### config.mk
export PLATFORM = sky130hd
export DESIGN_NAME = tdm_slot_access
export DESIGN_NICKNAME = d
export VERILOG_FILES = /design/src/rtl/tdm_slot_pkg.sv /design/src/rtl/tdm_frame_counter.sv /design/src/rtl/tdm_access_unit.sv /design/src/rtl/tdm_line_arbiter.sv /design/src/rtl/tdm_slot_access.sv
export SDC_FILE = /design/constraint.sdc
export NUM_CORES = 1
export LEC_CHECK = 0
export ABC_AREA = 1
export BUFFER_PORTS_ARGS = -buffer_cell sky130_fd_sc_hd__clkbuf_2
export CAP_MARGIN = 20
export CORE_ASPECT_RATIO = 0.6
export CORE_UTILIZATION = 62
export CTS_CLUSTER_SIZE = 20
export DETAILED_ROUTE_END_ITERATION = 6
export PLACE_DENSITY = 0.81
export SYNTH_ARGS = -nofsm -noshare
export SYNTH_HDL_FRONTEND = slang
export SYNTH_SLANG_ARGS = --single-unit
### constraint.sdc
create_clock -name clk -period 3.1 [get_ports clk]
set_input_delay 0.31 -clock clk [delete_from_list [all_inputs] [get_ports clk]]
set_output_delay 0.31 -clock clk [all_outputs]
set_load 0.01 [all_outputs]
### src/rtl/tdm_slot_pkg.sv
package tdm_slot_pkg;
  localparam int NUM_SLOTS  = 32;
  localparam int BYTE_W     = 8;
  localparam int SLOT_W     = $clog2(NUM_SLOTS);
  localparam int BIT_W      = $clog2(BYTE_W);
  localparam int FRAME_BITS = NUM_SLOTS * BYTE_W;
  localparam int POS_W      = $clog2(FRAME_BITS);

  typedef enum logic {LINE_DN = 1'b0, LINE_UP = 1'b1} line_e;

  typedef enum logic [1:0] {
    REG_CFG  = 2'd0,
    REG_TX   = 2'd1,
    REG_RX   = 2'd2,
    REG_STAT = 2'd3
  } reg_sel_e;

  typedef struct packed {
    logic              swap;
    logic              en;
    logic              port;
    logic [SLOT_W-1:0] slot;
  } cfg_t;

  // line a unit transmits on; it receives from the other one
  function automatic line_e tx_line_of(input logic port, input logic swap);
    return line_e'(port ^ swap);
  endfunction

  // bit sent in serial position idx, MSB leaves first
  function automatic logic serial_bit(input logic [BYTE_W-1:0] b,
                                      input logic [BIT_W-1:0]  idx);
    return b[(BYTE_W-1) - int'(idx)];
  endfunction
endpackage

### src/rtl/tdm_frame_counter.sv
module tdm_frame_counter
  import tdm_slot_pkg::*;
(
  input  logic              clk,
  input  logic              rst_n,
  input  logic              fsync,
  output logic [SLOT_W-1:0] cur_slot,
  output logic [BIT_W-1:0]  cur_bit
);
  logic [POS_W-1:0] pos_q;
  logic [POS_W-1:0] pos_now;

  always_comb begin
    if (fsync)                                    pos_now = '0;
    else if (pos_q == POS_W'(FRAME_BITS - 1))     pos_now = '0;
    else                                          pos_now = pos_q + 1'b1;
  end

  assign cur_slot = pos_now[POS_W-1:BIT_W];
  assign cur_bit  = pos_now[BIT_W-1:0];

  always_ff @(posedge clk or negedge rst_n) begin
    if (!rst_n) pos_q <= POS_W'(FRAME_BITS - 1);
    else        pos_q <= pos_now;
  end

  AST_BIT_WRAPS: assert property (@(posedge clk) disable iff (!rst_n)
    (cur_bit == BIT_W'(BYTE_W - 1)) |=> (cur_bit == '0))
    else $error("bit position did not wrap to 0");

  AST_SYNC_ZERO: assert property (@(posedge clk) disable iff (!rst_n)
    fsync |-> (cur_slot == '0 && cur_bit == '0))
    else $error("sync did not restart the frame");
endmodule

### src/rtl/tdm_access_unit.sv
module tdm_access_unit
  import tdm_slot_pkg::*;
#(
  parameter int IDX = 0
) (
  input  logic              clk,
  input  logic              rst_n,
  input  logic              wr_cfg,
  input  logic              wr_tx,
  input  logic              wr_stat,
  input  logic [BYTE_W-1:0] wdata,
  input  logic [SLOT_W-1:0] cur_slot,
  input  logic [BIT_W-1:0]  cur_bit,
  input  logic              dd_in,
  input  logic              du_in,
  input  logic              lost,
  output logic              req,
  output line_e             tx_line,
  output logic              tx_bit,
  output logic [BYTE_W-1:0] cfg_rd,
  output logic [BYTE_W-1:0] tx_rd,
  output logic [BYTE_W-1:0] rx_rd,
  output logic [BYTE_W-1:0] stat_rd
);
  cfg_t              cfg_q;
  logic [BYTE_W-1:0] tx_hold, tx_act, rx_shift, rx_q;
  logic              rx_flag, conflict;
  logic              slot_first, slot_last, rx_in;
  logic [BYTE_W-1:0] rx_next;

  assign slot_first = (cur_bit == '0);
  assign slot_last  = (cur_bit == BIT_W'(BYTE_W - 1));
  assign req        = cfg_q.en && (cur_slot == cfg_q.slot);
  assign tx_line    = tx_line_of(cfg_q.port, cfg_q.swap);
  assign rx_in      = (tx_line == LINE_UP) ? dd_in : du_in;
  assign rx_next    = {rx_shift[BYTE_W-2:0], rx_in};
  // bit 0 reads the held byte directly: it is the one loaded at this edge
  assign tx_bit     = slot_first ? tx_hold[BYTE_W-1] : serial_bit(tx_act, cur_bit);

  always_ff @(posedge clk or negedge rst_n) begin
    if (!rst_n) begin
      cfg_q    <= '{swap: 1'b0, en: 1'b0, port: 1'b1, slot: SLOT_W'(IDX)};
      tx_hold  <= '0;
      tx_act   <= '0;
      rx_shift <= '0;
      rx_q     <= '0;
      rx_flag  <= 1'b0;
      conflict <= 1'b0;
    end else begin
      if (wr_cfg) cfg_q   <= cfg_t'(wdata);
      if (wr_tx)  tx_hold <= wdata;
      if (req && slot_first) tx_act <= tx_hold;
      if (req) rx_shift <= rx_next;
      if (req && slot_last) rx_q <= rx_next;
      if (wr_stat && wdata[0]) rx_flag <= 1'b0;
      if (req && slot_last)    rx_flag <= 1'b1;
      if (wr_stat && wdata[1]) conflict <= 1'b0;
      if (lost)                conflict <= 1'b1;
    end
  end

  assign cfg_rd  = cfg_q;
  assign tx_rd   = tx_hold;
  assign rx_rd   = rx_q;
  assign stat_rd = {{(BYTE_W-2){1'b0}}, conflict, rx_flag};

  AST_RX_AT_SLOT_END: assert property (@(posedge clk) disable iff (!rst_n)
    $rose(rx_flag) |-> $past(slot_last))
    else $error("receive flag rose away from slot end");

  AST_IDLE_NO_RX: assert property (@(posedge clk) disable iff (!rst_n)
    !cfg_q.en |=> $stable(rx_q))
    else $error("disabled unit updated its receive byte");

  AST_TX_NOT_MIDSLOT: assert property (@(posedge clk) disable iff (!rst_n)
    !slot_first |=> $stable(tx_act))
    else $error("shifting byte changed inside a slot");

  AST_LOSS_RECORDED: assert property (@(posedge clk) disable iff (!rst_n)
    lost |=> conflict)
    else $error("lost claim not recorded");
endmodule

### src/rtl/tdm_line_arbiter.sv
module tdm_line_arbiter #(
  parameter int N = 4
) (
  input  logic         clk,
  input  logic         rst_n,
  input  logic [N-1:0] claim,
  input  logic [N-1:0] bits,
  output logic [N-1:0] grant,
  output logic         oe,
  output logic         dout
);
  always_comb begin
    grant = '0;
    oe    = 1'b0;
    for (int i = 0; i < N; i++) begin
      if (claim[i] && !oe) begin
        grant[i] = 1'b1;
        oe       = 1'b1;
      end
    end
    dout = |(grant & bits);
  end

  AST_ONE_OWNER: assert property (@(posedge clk) disable iff (!rst_n)
    $onehot0(grant))
    else $error("more than one unit owns a line");

  AST_UNIT0_FIRST: assert property (@(posedge clk) disable iff (!rst_n)
    claim[0] |-> grant[0])
    else $error("lowest unit did not win");
endmodule

### src/rtl/tdm_slot_access.sv
module tdm_slot_access
  import tdm_slot_pkg::*;
#(
  parameter int NUM_UNITS = 4,
  parameter int ADDR_W    = $clog2(NUM_UNITS) + 2
) (
  input  logic              clk,
  input  logic              rst_n,
  input  logic              fsync,
  input  logic              dd_i,
  input  logic              du_i,
  output logic              dd_o,
  output logic              dd_oe,
  output logic              du_o,
  output logic              du_oe,
  input  logic [ADDR_W-1:0] reg_addr,
  input  logic              reg_wr,
  input  logic [BYTE_W-1:0] reg_wdata,
  output logic [BYTE_W-1:0] reg_rdata
);
  localparam int UNIT_W = ADDR_W - 2;

  logic [SLOT_W-1:0]    cur_slot;
  logic [BIT_W-1:0]     cur_bit;
  logic [NUM_UNITS-1:0] req, tx_bit, lost;
  line_e                tx_line [NUM_UNITS];
  logic [BYTE_W-1:0]    cfg_rd [NUM_UNITS];
  logic [BYTE_W-1:0]    tx_rd  [NUM_UNITS];
  logic [BYTE_W-1:0]    rx_rd  [NUM_UNITS];
  logic [BYTE_W-1:0]    st_rd  [NUM_UNITS];
  logic [NUM_UNITS-1:0] line_claim [2];
  logic [NUM_UNITS-1:0] line_grant [2];
  logic [1:0]           line_oe, line_dout;

  reg_sel_e    sel;
  logic [UNIT_W-1:0] unit_sel;
  assign sel      = reg_sel_e'(reg_addr[1:0]);
  assign unit_sel = reg_addr[ADDR_W-1:2];

  tdm_frame_counter u_frame (
    .clk(clk), .rst_n(rst_n), .fsync(fsync),
    .cur_slot(cur_slot), .cur_bit(cur_bit)
  );

  for (genvar u = 0; u < NUM_UNITS; u++) begin : g_unit
    logic hit;
    assign hit = reg_wr && (unit_sel == UNIT_W'(u));
    tdm_access_unit #(.IDX(u)) u_unit (
      .clk(clk), .rst_n(rst_n),
      .wr_cfg(hit && sel == REG_CFG),
      .wr_tx(hit && sel == REG_TX),
      .wr_stat(hit && sel == REG_STAT),
      .wdata(reg_wdata),
      .cur_slot(cur_slot), .cur_bit(cur_bit),
      .dd_in(dd_i), .du_in(du_i),
      .lost(lost[u]),
      .req(req[u]), .tx_line(tx_line[u]), .tx_bit(tx_bit[u]),
      .cfg_rd(cfg_rd[u]), .tx_rd(tx_rd[u]), .rx_rd(rx_rd[u]), .stat_rd(st_rd[u])
    );
    assign lost[u] = req[u] && !line_grant[tx_line[u]][u];
  end

  for (genvar l = 0; l < 2; l++) begin : g_line
    always_comb begin
      for (int u = 0; u < NUM_UNITS; u++)
        line_claim[l][u] = req[u] && (tx_line[u] == line_e'(l));
    end
    tdm_line_arbiter #(.N(NUM_UNITS)) u_arb (
      .clk(clk), .rst_n(rst_n),
      .claim(line_claim[l]), .bits(tx_bit),
      .grant(line_grant[l]), .oe(line_oe[l]), .dout(line_dout[l])
    );
  end

  assign dd_oe = line_oe[LINE_DN];
  assign dd_o  = line_dout[LINE_DN];
  assign du_oe = line_oe[LINE_UP];
  assign du_o  = line_dout[LINE_UP];

  always_comb begin
    unique case (sel)
      REG_CFG:  reg_rdata = cfg_rd[unit_sel];
      REG_TX:   reg_rdata = tx_rd[unit_sel];
      REG_RX:   reg_rdata = rx_rd[unit_sel];
      default:  reg_rdata = st_rd[unit_sel];
    endcase
  end

  AST_DD_OWNED: assert property (@(posedge clk) disable iff (!rst_n)
    dd_oe |-> (|line_claim[LINE_DN]))
    else $error("downstream driven with no owner");

  AST_DU_OWNED: assert property (@(posedge clk) disable iff (!rst_n)
    du_oe |-> (|line_claim[LINE_UP]))
    else $error("upstream driven with no owner");
endmodule

[Yosys cells after proc, flatten, opt, wreduce, memory -nomap -nowiden]
Index checks and enable logic that the tools add are counted.
Storage, ports and cells
  register bits: 172
  logic and storage cells: 230
  input bits: 18
  output and inout port bits: 12
Cells by class
  eq/ne operators: 12
  $lt $le $gt $ge: 6
  bitwise gates (word level): 15
  mux-type cells: 77
  add/sub/neg operators: 2
  reduce and logical (&&, ||, !) cells: 77
Operator list (count)
  $mux W8: 10
  $bmux W8 S2: 4
  $logic_and A1 B1 Y1: 54
  $mux W1: 49
  $lt A32 B5 Y1 const B: 1
  $pmux W8 S3: 1
  $eq A5 B5 Y1: 4
  $reduce_bool A2 Y1: 8
  $bmux W1 S3: 4
  $mux W4: 3
  $logic_not A1 Y1: 10
  $mux W3: 3
  $add A8 B1 Y8 const B: 1
  $and A4 B4 Y4: 2
  $eq A2 B2 Y1 const B: 4
  $eq A8 B8 Y1 const B: 1
  $ge A2 B2 Y1 const B: 4
  $not A1 Y2: 4
  $reduce_or A4 Y1: 2
  $mux W2: 3
  $eq A2 B1 Y1 const B: 2
  $logic_not A2 Y1: 2
  $not A1 Y1: 4
  $sub A3 B3 Y4 const A: 1
  other kinds (5): 8

[Logic depth before layout (Yosys ltp)]
Gate-level depths: netlist of run 1.
  depth after elaboration: 22
  gate-level depth with buffers: 16
  depth with buffers taken out: 16

[Hierarchy]
From an unflattened synthesis of run 1, not the netlist that was laid out.
Unflattened totals
  cell total of the unflattened synthesis: 1314
  area total of the unflattened synthesis: 9698.1 um2
Modules (own cells, without submodules)
  tdm_access_unit (g_unit[1].u_unit ...): area each 1889.3 um2, times used 2, sequential area each 1003.5 um2, cells each 213
  tdm_access_unit (g_unit[3].u_unit): area each 1890.6 um2, times used 1, sequential area each 1004.7 um2, cells each 213
  tdm_access_unit (g_unit[0].u_unit): area each 1888.1 um2, times used 1, sequential area each 1002.2 um2, cells each 213
  tdm_slot_access: area each 1555.2 um2, times used 1, sequential area each 0.0 um2, cells each 379
  tdm_frame_counter: area each 427.9 um2, times used 1, sequential area each 210.2 um2, cells each 49
  tdm_line_arbiter: area each 78.8 um2, times used 2, sequential area each 0.0 um2, cells each 17

[Least setup slack after synthesis of run 1]
Ideal clock, no wire load.
  path type: register to output
  start: reg u_frame.pos_q[0]
  end: out dd_oe
  required time: 2.790 ns
  buffers on the path: 2
  slack: 0.645 ns
  cell stages (with the launch flop): 14
  arrival time: 2.145 ns
  path through: dfstp_2 ha_1 nand2_2 nor2_4 nand2_1 nand2_2 nand3_4 nand2_1 nand2_1 nor2_1 nand3_2 buf_2 buf_2 o21ai_1
On the way
  cells in the longest elaborated chain, start to end: 16
  elaborated cells between the ends (all ways): 26
  those cells by class: add/sub (1); eq/ne (5); mux (6); reduce/logical (14)
Ends and longest elaborated chain
  from (decl): RTL line tdm_frame_counter.sv:10  | logic [POS_W-1:0] pos_q;
  from (signal assigned): RTL line tdm_frame_counter.sv:23  | if (!rst_n) pos_q <= POS_W'(FRAME_BITS - 1);
  from (signal assigned): RTL line tdm_frame_counter.sv:24  | else pos_q <= pos_now;
  $add A8 B1 Y8 or $eq A8 B8 Y1 (tied branches): RTL line tdm_frame_counter.sv:16, tdm_frame_counter.sv:15
  $mux W8 *: RTL line tdm_frame_counter.sv:15  | else if (pos_q == POS_W'(FRAME_BITS - 1)) pos_now = '0;
  $mux W8 *: RTL line tdm_frame_counter.sv:14  | if (fsync) pos_now = '0;
  $eq A5 B5 Y1: RTL line tdm_access_unit.sv:33  | assign req = cfg_q.en && (cur_slot == cfg_q.slot);
  $logic_and A1 B1 Y1: RTL line tdm_access_unit.sv:33
  $logic_and A1 B1 Y1: RTL line tdm_slot_access.sv:66  | line_claim[l][u] = req[u] && (tx_line[u] == line_e'(l));
  $mux W1: RTL line tdm_line_arbiter.sv:16  | if (claim[i] && !oe) begin
  $logic_not A1 Y1: RTL line tdm_line_arbiter.sv:16
  $logic_and A1 B1 Y1: RTL line tdm_line_arbiter.sv:16
  $mux W1: RTL line tdm_line_arbiter.sv:16
  $logic_not A1 Y1: RTL line tdm_line_arbiter.sv:16
  $logic_and A1 B1 Y1: RTL line tdm_line_arbiter.sv:16
  $mux W1: RTL line tdm_line_arbiter.sv:16
  $logic_not A1 Y1: RTL line tdm_line_arbiter.sv:16
  $logic_and A1 B1 Y1: RTL line tdm_line_arbiter.sv:16
  $mux W1 *: RTL line tdm_line_arbiter.sv:16
  to (decl): RTL line tdm_slot_access.sv:13  | output logic dd_oe,
Every way passes the cells marked *; elsewhere a longest branch is shown, timed or not.

[Worst setup path in the final report of run 1]
  start: reg u_frame.pos_q[1]
  end: out dd_o
On the way
  cells in the longest elaborated chain, start to end: 18
  elaborated cells between the ends (all ways): 48
  those cells by class: add/sub (2); eq/ne (5); mux (24); bitwise (1); reduce/logical (16)
Ends and longest elaborated chain
  $add A8 B1 Y8 or $eq A8 B8 Y1 (tied branches): RTL line tdm_frame_counter.sv:16, tdm_frame_counter.sv:15
  $mux W8 *: RTL line tdm_frame_counter.sv:15
  $mux W8 *: RTL line tdm_frame_counter.sv:14
  net cur_slot[2]: RTL line tdm_slot_access.sv:23  | logic [SLOT_W-1:0] cur_slot;
  $eq A5 B5 Y1: RTL line tdm_access_unit.sv:33
  $logic_and A1 B1 Y1: RTL line tdm_access_unit.sv:33
  $logic_and A1 B1 Y1: RTL line tdm_slot_access.sv:66
  $mux W1: RTL line tdm_line_arbiter.sv:16
  [... 3 more ...]
  $logic_not A1 Y1: RTL line tdm_line_arbiter.sv:16
  $logic_and A1 B1 Y1: RTL line tdm_line_arbiter.sv:16
  $mux W1: RTL line tdm_line_arbiter.sv:16
  $logic_not A1 Y1: RTL line tdm_line_arbiter.sv:16
  $logic_and A1 B1 Y1: RTL line tdm_line_arbiter.sv:16
  $mux W1: RTL line tdm_line_arbiter.sv:16
  $and A4 B4 Y4 *: RTL line tdm_line_arbiter.sv:21  | dout = |(grant & bits);
  $reduce_or A4 Y1 *: RTL line tdm_line_arbiter.sv:21
  to (decl): RTL line tdm_slot_access.sv:12  | output logic dd_o,
The timed path passes the listed nets; every way through them passes the cells marked *. The select of a mux whose other input is x is not followed.

==> results of run 1 <==
-- critical path, delay by kind of cell, from the launching register on --
kind	cells	cell delay [ps]
buffers and inverters	2	240
DFF	1	630
and+or+nand+nor	13	1410
adders and majority gates	1	180
-- worst max-delay path by stage --
stage | slack, ps | start | endpoint | depth (start not counted)
final | -120 | u_frame.pos_q[1]$_DFF_PN1_ | dd_o | 16
after global routing | -200 | u_frame.pos_q[1]$_DFF_PN1_ | dd_o | 16
after CTS | -10 | u_frame.pos_q[1]$_DFF_PN1_ | du_o | 16
after detailed placement | 340 | u_frame.pos_q[0]$_DFF_PN1_ | dd_o | 13
after global placement | 330 | u_frame.pos_q[1]$_DFF_PN1_ | dd_o | 13
after floorplan | 650 | u_frame.pos_q[0]$_DFF_PN1_ | dd_oe | 13
-- registers in the layout, summed over array words and instances (netlist names) --
register	cells
g_unit.u_unit.tx_rd	32
g_unit.u_unit.rx_shift	28
g_unit.u_unit.conflict	4
g_unit.u_unit.tx_act	28
g_unit.u_unit.rx_flag	4
u_frame.pos_q	8
g_unit.u_unit.cfg_rd	32
g_unit.u_unit.rx_rd	32
-- final cells by class --
| type | instances | area [um^2] |
|---|---|---|
| Fill cell | 963 | 3403 |
| Tap cell | 170 | 212.7 |
| Clock inverter | 15 | 178.9 |
| Timing Repair Buffer | 62 | 424.2 |
| Inverter | 130 | 490.5 |
| Multi-Input combinational cell | 663 | 3573 |
| Clock buffer | 17 | 425.4 |
| Sequential cell | 168 | 4224 |
-- cell usage after synthesis, drive strengths merged --
cell type and number:
buf 10, dfstp 16, inv 129, nand2 287, xnor2 5, a21boi 3, a21oi 11, o31ai 2
nor3 4, nor2 58, o21ai 168, o2111ai 2, a22o 2, a221o 2, o211ai 5, o21bai 5
clkinv 1, or2 4, nand3 40, a31oi 1, a22oi 19, ha 1, clkbuf 20, o21a 3
o221ai 14, nand4 13, dfrtp 152, xor2 1, o22ai 13
-- cell families after synthesis --
group,after synthesis
and+or+nand+nor,406
AOI/OAI and AO/OA,250
buffers and inverters,160
DFF,168
xor gates and xnor gates,6
adders and majority gates,1
-- repair_timing --
action / in CTS / in global routing
pin swaps: 8 / 21
setup endpoints to repair: 4 / 4
hold buffers: 1 / 0
resized for setup: 15 / 34
hold endpoints to repair: 57 / 0
cloned: 0 / 0
buffers inserted: 8 / 8
-- report_power, final --
part	internal, uW	leakage, uW	switching [uW]
registers	2720	0.00204	377
logic	529	0.00220	988
clock network	1160	0.000297	1020
total	4410	0.00454	2380
-- through the flow --
| stage | setup TNS [ps] | hold WS [ps] | setup slack, ps |
|---|---|---|---|
| after floorplan | 0 | 14.41 | 645.2 |
| after global placement | 0 | 359.3 | 330.7 |
| after detailed placement | 0 | 357.3 | 338.9 |
| after CTS | -11.25 | 108.2 | -11.25 |
| after global routing | -474.5 | 123.2 | -196.0 |
| final | -182.5 | 106.8 | -115.2 |
-- routing by layer --
metal,vias up,global-route usage [%],routed length [um]
met4,2,11.42,693
met1,3454,59.77,10900
met5,-,0,8
li1,3358,-,-
met2,491,48.52,9644
met3,70,10.15,3297
==> flow_metrics.tcl, run 1 <==
set metrics [dict create \
    status "complete, but fails checks" \
    violations "setup timing" \
    fin_nets 1061 \
    synth_top_cell_area_share_pct 45.87 \
    ys_types 45 \
    critPathRequiredTime_ps 2790 \
    hold_class "in -> reg" \
    drt_iter0_drc 943 \
    layout_common_cells "nand2_1 (267), dfrtp_1 (152), o21ai_0 (132), inv_1 (115), nor2_1 (31)" \
    worstRegToRegCells 15 \
    skew_ps 12.05 \
    io_pins 30 \
    leakagePower_uw 0.004537 \
    syn_avg_cell_area_um2 8.368 \
    pwr_density_cell_nw_per_um2 712.9 \
    slew_headroom_pct 41.77 \
    synth_fa_ha_area_share_pct 0.1509 \
    ys_ff_latch 168 \
    cts.sinks 168 \
    core_area_um2 12930 \
    path_max_fanout 9 \
    cts-htree-levels 4 \
    overflow 0 \
    grt_pass1_wl_um 38110 \
    crit_chain "ha_4 -> nand2_4 -> nor2_4 -> nand2_2 -> nand2_4 -> nor2_2 -> nand2_1 -> nand3_1 -> nor2_4 -> nand2_2 -> inv_4 -> nand4_1 -> nand2_1 -> nor2_1 -> nand2_1 -> buf_2" \
    wire_per_inst_um 20.03 \
    gp_congestion 1.031 \
    synthTopCellsByArea "dfrtp_1 (46%), nand2_1 (12%), o21ai_0 (8.1%)" \
    grt_max_degree 69 \
    final_common_cell "nand2_1" \
    r2r_setup_slack_ps 320 \
    vias_per_cell 6.020 \
    synthesis.nets 1010 \
    synth_top_family_by_area "simple AND/OR/NAND/NOR gates" \
    area.growth.synth_to_final_pct 14.91 \
    yosysTopAreaCell "dfrtp_1" \
    timing.final.crit_share_pct 103.7 \
    synth_compound_area_share_pct 18.03 \
    peakVddDrop_mv 0.4155 \
    drv_slew 0 \
    r2r-start "u_frame.pos_q[1]$_DFF_PN1_" \
    ant_nets 0 \
    holdPathEnd "g_unit[1].u_unit.tx_rd[4]$_DFFE_PN0P_" \
    drive_gt1_share_pct 19.81 \
    initial_core_util_pct 64.13 \
    first_pass_iters 6 \
    cpMostUsedCell "nand2_1" \
    worstSetupEndpointType "primary output" \
    max_stage_delay_ps 630 \
    n_antenna_cell 0 \
    placed_cell_area_um2 8613 \
    rr_endpoint "g_unit[3].u_unit.rx_rd[5]$_DFFE_PN0P_" \
    numPortBuffers 29 \
    cts_buffers 17 \
    dieArea_um2 13860 \
    fin_area_um2 9529 \
    tightest_slew_ps 867.2 \
    fin_total_pwr_uw 6793 \
    hold_depth 3 \
    synth-xor-area-share_pct 0.7242 \
    hp-start "reg_wdata[4]" \
    cts_tree "yes" \
    crit_path_start_kind "flop" \
    synthesis.area_um2 8293 \
    post-route-util_pct 73.68 \
    cap_violations 0 \
    rows 32 \
    yosys_warnings 0 \
    synth.area.mux_share_pct 0 \
    place_inst 1176 \
    ys_seq_area_share_pct 50.94 \
    drc_errors 0 \
    path_class "reg -> out" \
    first_global_vias 6661 \
    setup_violations 3 \
    drt-total-wl_um 24540 \
    finalHoldViolCount 0 \
    rsz0062_at_grt "yes" \
    antenna_found_initial 1 \
    post_layout_nonfiller_instances 1225 \
    grtUsageTotal_pct 37.51 \
    path_clk_slew_ps 80 \
    clk_latency_ps 440 \
    vias 7375 \
    die_y_um 91.59 \
    hpwl_um 17390 \
    syn_inst 991 \
    die-width_um 151.3 \
    fmax_mhz 311.0 \
    fin_ws_ps -115.2 \
    cp.arrival_ps 2910 \
    cts.path.max_buffers 2 \
    critical_path.slowest_cell "dfstp_2" \
    cts.root.buffer_cell "clkbuf_16" \
    yosys.area_share.simple_pct 22.15 \
    fin_crit_ps 3215 \
]
Power figures use the tool's default switching activity.
==> run 2: changes to the inputs <==
--- a/config.mk
+++ b/config.mk
@@ -9,6 +9,7 @@
 export BUFFER_PORTS_ARGS = -buffer_cell sky130_fd_sc_hd__clkbuf_2
 export CAP_MARGIN = 20
 export CORE_ASPECT_RATIO = 0.6
+export CORE_MARGIN = 2
 export CORE_UTILIZATION = 62
 export CTS_CLUSTER_SIZE = 20
 export DETAILED_ROUTE_END_ITERATION = 6
==> run 2 against run 1 <==
  * Non-clock buffer count is 6 lower
  * Utilization is 0.48 points higher
  * Die area is 3.5% higher
  * Via count is 2.2% higher
  * Critical path type unchanged
  * Design area is 0.66% higher
  * The flow still finishes with violations (setup timing)
  * Clock power is 2% higher
  * Sequential power hardly changed
  * Sequential cell count stayed put
  * Highest routed layer is now met4
  * Critical endpoint unchanged
  * Cell count is 0.33% lower
  * Fmax is 2.2% higher
==> flow_metrics.tcl, run 2 (same netlist as run 1, synthesis figures left out) <==
set metrics [dict create \
    drive_gt1_share_pct 20.19 \
    ant_nets 0 \
    cts.root.buffer_cell "clkbuf_16" \
    timing.final.crit_share_pct 101.4 \
    holdPathEnd "g_unit[1].u_unit.tx_rd[6]$_DFFE_PN0P_" \
    worstSetupEndpointType "primary output" \
    cp_num_buf_inv 3 \
    critical_path.slowest_cell "dfstp_2" \
    path_class "reg -> out" \
    slew_headroom_pct 43.21 \
    rsz0062_at_grt "yes" \
    layout_common_cells "nand2_1 (265), dfrtp_1 (152), o21ai_0 (130), inv_1 (113), nor2_1 (31)" \
    r2r_setup_slack_ps 370 \
    setup_tns_ps -89.23 \
    overflow 0 \
    fin_ws_ps -44.74 \
    cts.sinks 168 \
    cts-htree-levels 4 \
    wire_per_inst_um 20.60 \
    first_pass_iters 6 \
    setup_violations 2 \
    hold_depth 3 \
    status "complete, but fails checks" \
    r2r-start "u_frame.pos_q[1]$_DFF_PN1_" \
    fin_crit_ps 3145 \
    violations "setup timing" \
    drt-total-wl_um 25150 \
    die-width_um 153.3 \
    leakagePower_uw 0.004550 \
    rows 32 \
    pwr_density_cell_nw_per_um2 711.8 \
    initial_core_util_pct 64.13 \
    clk_latency_ps 440 \
    die_y_um 93.59 \
    crit_start "u_frame.pos_q[1]$_DFF_PN1_" \
    drc_errors 0 \
    hpwl_um 17270 \
    fmax_mhz 318.0 \
    hold_class "in -> reg" \
    vias_per_cell 6.173 \
    critical_path.top_delay_family "simple AND/OR/NAND/NOR gates" \
    grtUsageTotal_pct 35.56 \
    drt_iter0_drc 1017 \
    max_stage_delay_ps 570 \
    area.growth.synth_to_final_pct 15.66 \
    core_area_um2 12930 \
    hp-start "reg_wdata[6]" \
    grt_max_degree 63 \
    critPathRequiredTime_ps 2790 \
    fill_cells 997 \
    cpMostUsedCell "nand2_1" \
    cts_tree "yes" \
    tightest_slew_ps 845.8 \
    fin_nets 1056 \
    numPortBuffers 29 \
    io_pins 30 \
    peakVddDrop_mv 0.4931 \
    post-route-util_pct 74.17 \
    worstRegToRegCells 15 \
    cap_violations 0 \
    dieArea_um2 14350 \
    final_common_cell "nand2_1" \
    cts.path.max_buffers 2 \
    crit_path_start_kind "flop" \
    drv_slew 0 \
    first_global_vias 6783 \
    path_clk_slew_ps 80 \
    skew_ps 14.74 \
    vias 7537 \
    grt_pass1_wl_um 38610 \
    finalHoldViolCount 0 \
    cp.arrival_ps 2830 \
    crit_chain "buf_4 -> nand2_1 -> nor2_4 -> nand3_1 -> nand2_2 -> nor2_4 -> nand2_1 -> nand3_2 -> nor2_4 -> nand2_4 -> inv_6 -> nand4_1 -> nand2_1 -> nor2_1 -> nand2_1 -> clkbuf_2" \
    antenna_found_initial 0 \
    path_max_fanout 5 \
    cts_buffers 17 \
    rr_endpoint "g_unit[3].u_unit.rx_rd[3]$_DFFE_PN0P_" \
    gp_congestion 0.9556 \
]
run 2: worst reg2reg max path, stage by stage, from the launching register on:
cell and delay [ps]:
dfstp_2 570, buf_4 140, nand2_1 80, nor2_4 190
nand2_1 90, nand2_2 120, nand3_4 120, nand2_1 100
nand2_1 70, nor2_2 180, nand3_4 150, buf_4 160
buf_4 200, nor2_4 280, nand2_1 110, o21ai_0 100
run 2: worst max path at each step:
| stage | to | slack [ps] | depth (start not counted) |
|---|---|---|---|
| 2_1_floorplan | dd_oe | 650 | 13 |
| 4_1_cts | du_o | -5 | 16 |
| 6_report | dd_o | -40 | 16 |
| 3_3_place_gp | du_o | 370 | 16 |
| 5_1_grt | du_o | -170 | 16 |
| 3_5_place_dp | dd_o | 360 | 16 |
run 2: final cells by class:
type | count | area (um^2) | area share, %
Clock inverter | 15 | 168.9 | 1.761
Timing Repair Buffer | 56 | 372.9 | 3.887
Tap cell | 170 | 212.7 | 2.218
Multi-Input combinational cell | 664 | 3692 | 38.49
Sequential cell | 168 | 4224 | 44.04
Antenna cell | 1 | 2.502 | 0.02609
Inverter | 130 | 493.0 | 5.140
Clock buffer | 17 | 425.4 | 4.435
run 2: where the power goes:
group / switching [uW] / internal, uW / total, uW / leakage (uW)
Combinational: 1010 / 531 / 1540 / 0.00222
Clock: 1050 / 1160 / 2210 / 0.000296
Sequential: 358 / 2720 / 3080 / 0.00204
run 2: routing by layer:
metal / track usage (%) / wire length (um)
met1: 55.34 / 10800
met3: 10.06 / 3402
met5: 0 / 0
met2: 48.40 / 10220
met4: 9.414 / 738
run 2: metrics by stage:
step | instances | hold WS (ps) | setup slack, ps | total power (uW) | instance area [um^2]
6_report | 1221 | 103.7 | -44.74 | 6827 | 9592
5_1_grt | 1220 | 159.2 | -168.5 | 7111 | 9589
4_1_cts | 1211 | 119.6 | -4.590 | 6651 | 9275
3_5_place_dp | 1174 | 334.3 | 356.2 | 4452 | 8598
3_3_place_gp | 1174 | 327.7 | 370.4 | 4396 | 8598
2_1_floorplan | 991 | 14.41 | 645.2 | 3946 | 8293
run 2: timing repair:
action | 4_1_cts | 5_1_grt
resized for setup | 8 | 62
buffers inserted | 4 | 8
hold buffers | 1 | 0
cloned | 0 | 1
pin swaps | 4 | 26
setup endpoints to repair | 4 | 4
hold endpoints to repair | 51 | 0
==> run 3: changes to the inputs <==
--- a/config.mk
+++ b/config.mk
@@ -8,12 +8,14 @@
 export ABC_AREA = 1
 export BUFFER_PORTS_ARGS = -buffer_cell sky130_fd_sc_hd__clkbuf_2
 export CAP_MARGIN = 20
+export CELL_PAD_IN_SITES_DETAIL_PLACEMENT = 1
+export CELL_PAD_IN_SITES_GLOBAL_PLACEMENT = 2
 export CORE_ASPECT_RATIO = 0.6
 export CORE_MARGIN = 2
-export CORE_UTILIZATION = 62
+export CORE_UTILIZATION = 38
 export CTS_CLUSTER_SIZE = 20
 export DETAILED_ROUTE_END_ITERATION = 6
-export PLACE_DENSITY = 0.81
+export PLACE_DENSITY = 0.8
 export SYNTH_ARGS = -nofsm -noshare
 export SYNTH_HDL_FRONTEND = slang
 export SYNTH_SLANG_ARGS = --single-unit
==> run 3 against run 2 <==
  * Largest cell class unchanged
  * Hold slack got worse by 10 ps
  * Routed wire length up 16%
  * Count of clock-buffer cells in the layout is 7 higher
  * Clock power fell by 2%
  * Via count is 3.8% lower
  * Critical path depth unchanged
  * The run still ends with setup timing left
  * Clock skew shrank 4.7 ps
  * Cell count up 9.9%
  * Die area increased by 61%
  * Combinational power is 3% higher
  * Fmax shrank 0.63%
  * Sequential power about the same
==> flow_metrics.tcl, run 3 (same netlist as run 1, synthesis figures left out) <==
set metrics [dict create \
    status "complete, but fails checks" \
    violations "setup timing" \
    holdWs_ps 93.29 \
    core_area_um2 21190 \
    wire_per_inst_um 21.79 \
    critical_path.slowest_cell "dfstp_2" \
    drc_errors 0 \
    switching_share_pct 34.11 \
    post-route-util_pct 46.00 \
    grt_pass1_wl_um 44510 \
    p_switching_uw 2334 \
    skew_ps 10.03 \
    crit_chain "ha_4 -> nand2_4 -> nor2_4 -> nand2_2 -> nand2_4 -> o21bai_1 -> nand2_2 -> nand3_2 -> nor2_4 -> nand2_2 -> inv_4 -> nand4_1 -> nand2_1 -> nor2_1 -> nand2_1 -> buf_2" \
    cap_violations 0 \
    pwr-share-comb_pct 23.1 \
    drt-total-wl_um 29240 \
    path_clk_slew_ps 70 \
    timing.final.crit_share_pct 102.1 \
    hpwl_um 21530 \
    slew_headroom_pct 31.08 \
    drv_slew 0 \
    pwr_density_cell_nw_per_um2 702.1 \
    rows 41 \
    fin_ws_ps -64.69 \
    p_int_uw 4509 \
    gp_congestion 0.8989 \
    cts.root.buffer_cell "clkbuf_16" \
    critical_path.top_delay_family "simple AND/OR/NAND/NOR gates" \
    final_common_cell "nand2_1" \
    die_y_um 118.4 \
    path_class "reg -> out" \
    cpMostUsedCell "nand2_2" \
    dieArea_um2 23060 \
    drt_iter0_drc 457 \
    setup_violations 3 \
    cts_buffers 17 \
    cts-htree-levels 4 \
    cts_tree "yes" \
    drive_gt1_share_pct 20.15 \
    antenna_found_initial 0 \
    cts.sinks 168 \
    vias_per_cell 5.402 \
    cp.arrival_ps 2850 \
    seqCellArea_um2 4224 \
    multiInputGateArea_um2 3625 \
    fin_crit_ps 3165 \
    cp_num_buf_inv 2 \
    cts.path.max_buffers 2 \
    crit_path_start_kind "flop" \
    power.share.sequential_pct 45.4 \
    fill_cells 2496 \
    tightest_slew_ps 1026 \
    hold_class "in -> reg" \
    clk_latency_ps 450 \
    area.growth.synth_to_final_pct 17.52 \
    peakVddDrop_mv 0.4189 \
    first_global_vias 7024 \
    die-width_um 194.7 \
    fin_nets 1069 \
    numPortBuffers 29 \
    io_pins 30 \
    leakagePower_uw 0.004560 \
    grtUsageTotal_pct 26.24 \
    vias 7250 \
    critPathRequiredTime_ps 2790 \
    layout_common_cells "nand2_1 (267), dfrtp_1 (152), o21ai_0 (133), inv_1 (115), buf_4 (37)" \
    fmax_mhz 316.0 \
    rsz0062_at_grt "yes" \
    finalHoldViolCount 0 \
    path_max_fanout 5 \
    first_pass_iters 4 \
    pwr-share-clk_pct 31.5 \
    max_stage_delay_ps 570 \
    overflow 0 \
    worstSetupEndpointType "primary output" \
    grt_max_degree 74 \
    initial_core_util_pct 39.14 \
    ant_nets 0 \
]
[run 3: cell types whose count changed in the layout (fill, tap and decap cells not counted), moves of 4 or more]
| cell | delta |
|---|---|
| inv_8 | -5 |
| nand2_4 | -4 |
| inv_6 | -6 |
| o21ai_1 | -5 |
| clkbuf_1 | +4 |
| buf_4 | +13 |
[run 3: area by class of cell]
| type | count | share of cell area (%) |
|---|---|---|
| sequential | 168 | 43.34 |
| multi-input combinational | 664 | 37.19 |
| inverter | 130 | 5.033 |
| clock buffer | 24 | 4.943 |
| timing repair buffer | 69 | 4.917 |
| tap | 279 | 3.582 |
| clock inverter | 7 | 0.9629 |
| antenna | 1 | 0.02568 |
[run 3: worst paths after layout]
kind / cells after the start / slack (ps) / start / endpoint
setup / recovery: 16 / -60 / u_frame.pos_q[0]$_DFF_PN1_ / dd_o
hold / removal: 3 / 90 / reg_wdata[2] / g_unit[1].u_unit.tx_rd[2]$_DFFE_PN0P_
setup reg to reg: 21 / -20 / u_frame.pos_q[0]$_DFF_PN1_ / g_unit[3].u_unit.conflict$_DFFE_PN0P_
hold reg to reg: 2 / 480 / g_unit[0].u_unit.rx_rd[7]$_DFFE_PN0P_ / g_unit[0].u_unit.rx_rd[7]$_DFFE_PN0P_
max in group asynchronous: 3 / 1850 / rst_n / u_frame.pos_q[4]$_DFF_PN1_
min in group asynchronous: 2 / 460 / rst_n / g_unit[0].u_unit.cfg_rd[2]$_DFFE_PN0P_
[run 3: worst register-to-register path, stage by stage (launching register included)]
cell and delay [ps]:
dfstp_2 570, ha_4 170, nand2_4 80, o21bai_1 190, nand3_2 160, nand2_1 110
inv_1 50, nor2_1 80, nand2_1 90, nor2_4 170, nand3_2 140, buf_4 170
buf_4 120, buf_4 120, buf_4 120, buf_4 120, buf_4 120, buf_4 120
buf_4 120, nand4_1 90, nand3_1 100, nand2_1 70
[run 3: power groups by stage]
| stage | sequential, uW | combinational, uW | clock, uW |
|---|---|---|---|
| after floorplan | 2980 | 970 | 0 |
| after global placement | 3120 | 1390 | 0 |
| after detailed placement | 3120 | 1440 | 0 |
| after CTS | 3100 | 1510 | 2190 |
| after global routing | 3160 | 1770 | 2270 |
| final | 3100 | 1580 | 2160 |
[run 3: through the flow]
| stage | power [uW] | setup TNS (ps) | std cells | instance area, um^2 | worst slack, ps |
|---|---|---|---|---|---|
| after CTS | 6798 | -49.18 | 1330 | 9553 | -44.22 |
| after detailed placement | 4559 | 0 | 1282 | 8740 | 172.0 |
| after global routing | 7203 | -543.3 | 1341 | 9743 | -209.5 |
| after floorplan | 3946 | 0 | 991 | 8293 | 645.2 |
| final | 6842 | -85.96 | 1342 | 9746 | -64.69 |
| after global placement | 4506 | 0 | 1282 | 8740 | 268.5 |
[run 3: timing repair]
item	4_1_cts	5_1_grt
resized for setup	25	26
endpoints found under the setup margin	4	5
gates cloned	0	1
hold endpoints to repair	66	0
pin swaps	14	17
setup buffers	16	10
hold buffers	1	0
[run 3: routing by layer]
layer,vias up,global-route usage (%),share of wire (%)
met2,194,35.01,39
li1,3384,-,-
met4,0,5.240,0.78
met3,15,7.420,7.7
met1,3657,41.32,52
met5,-,0,0
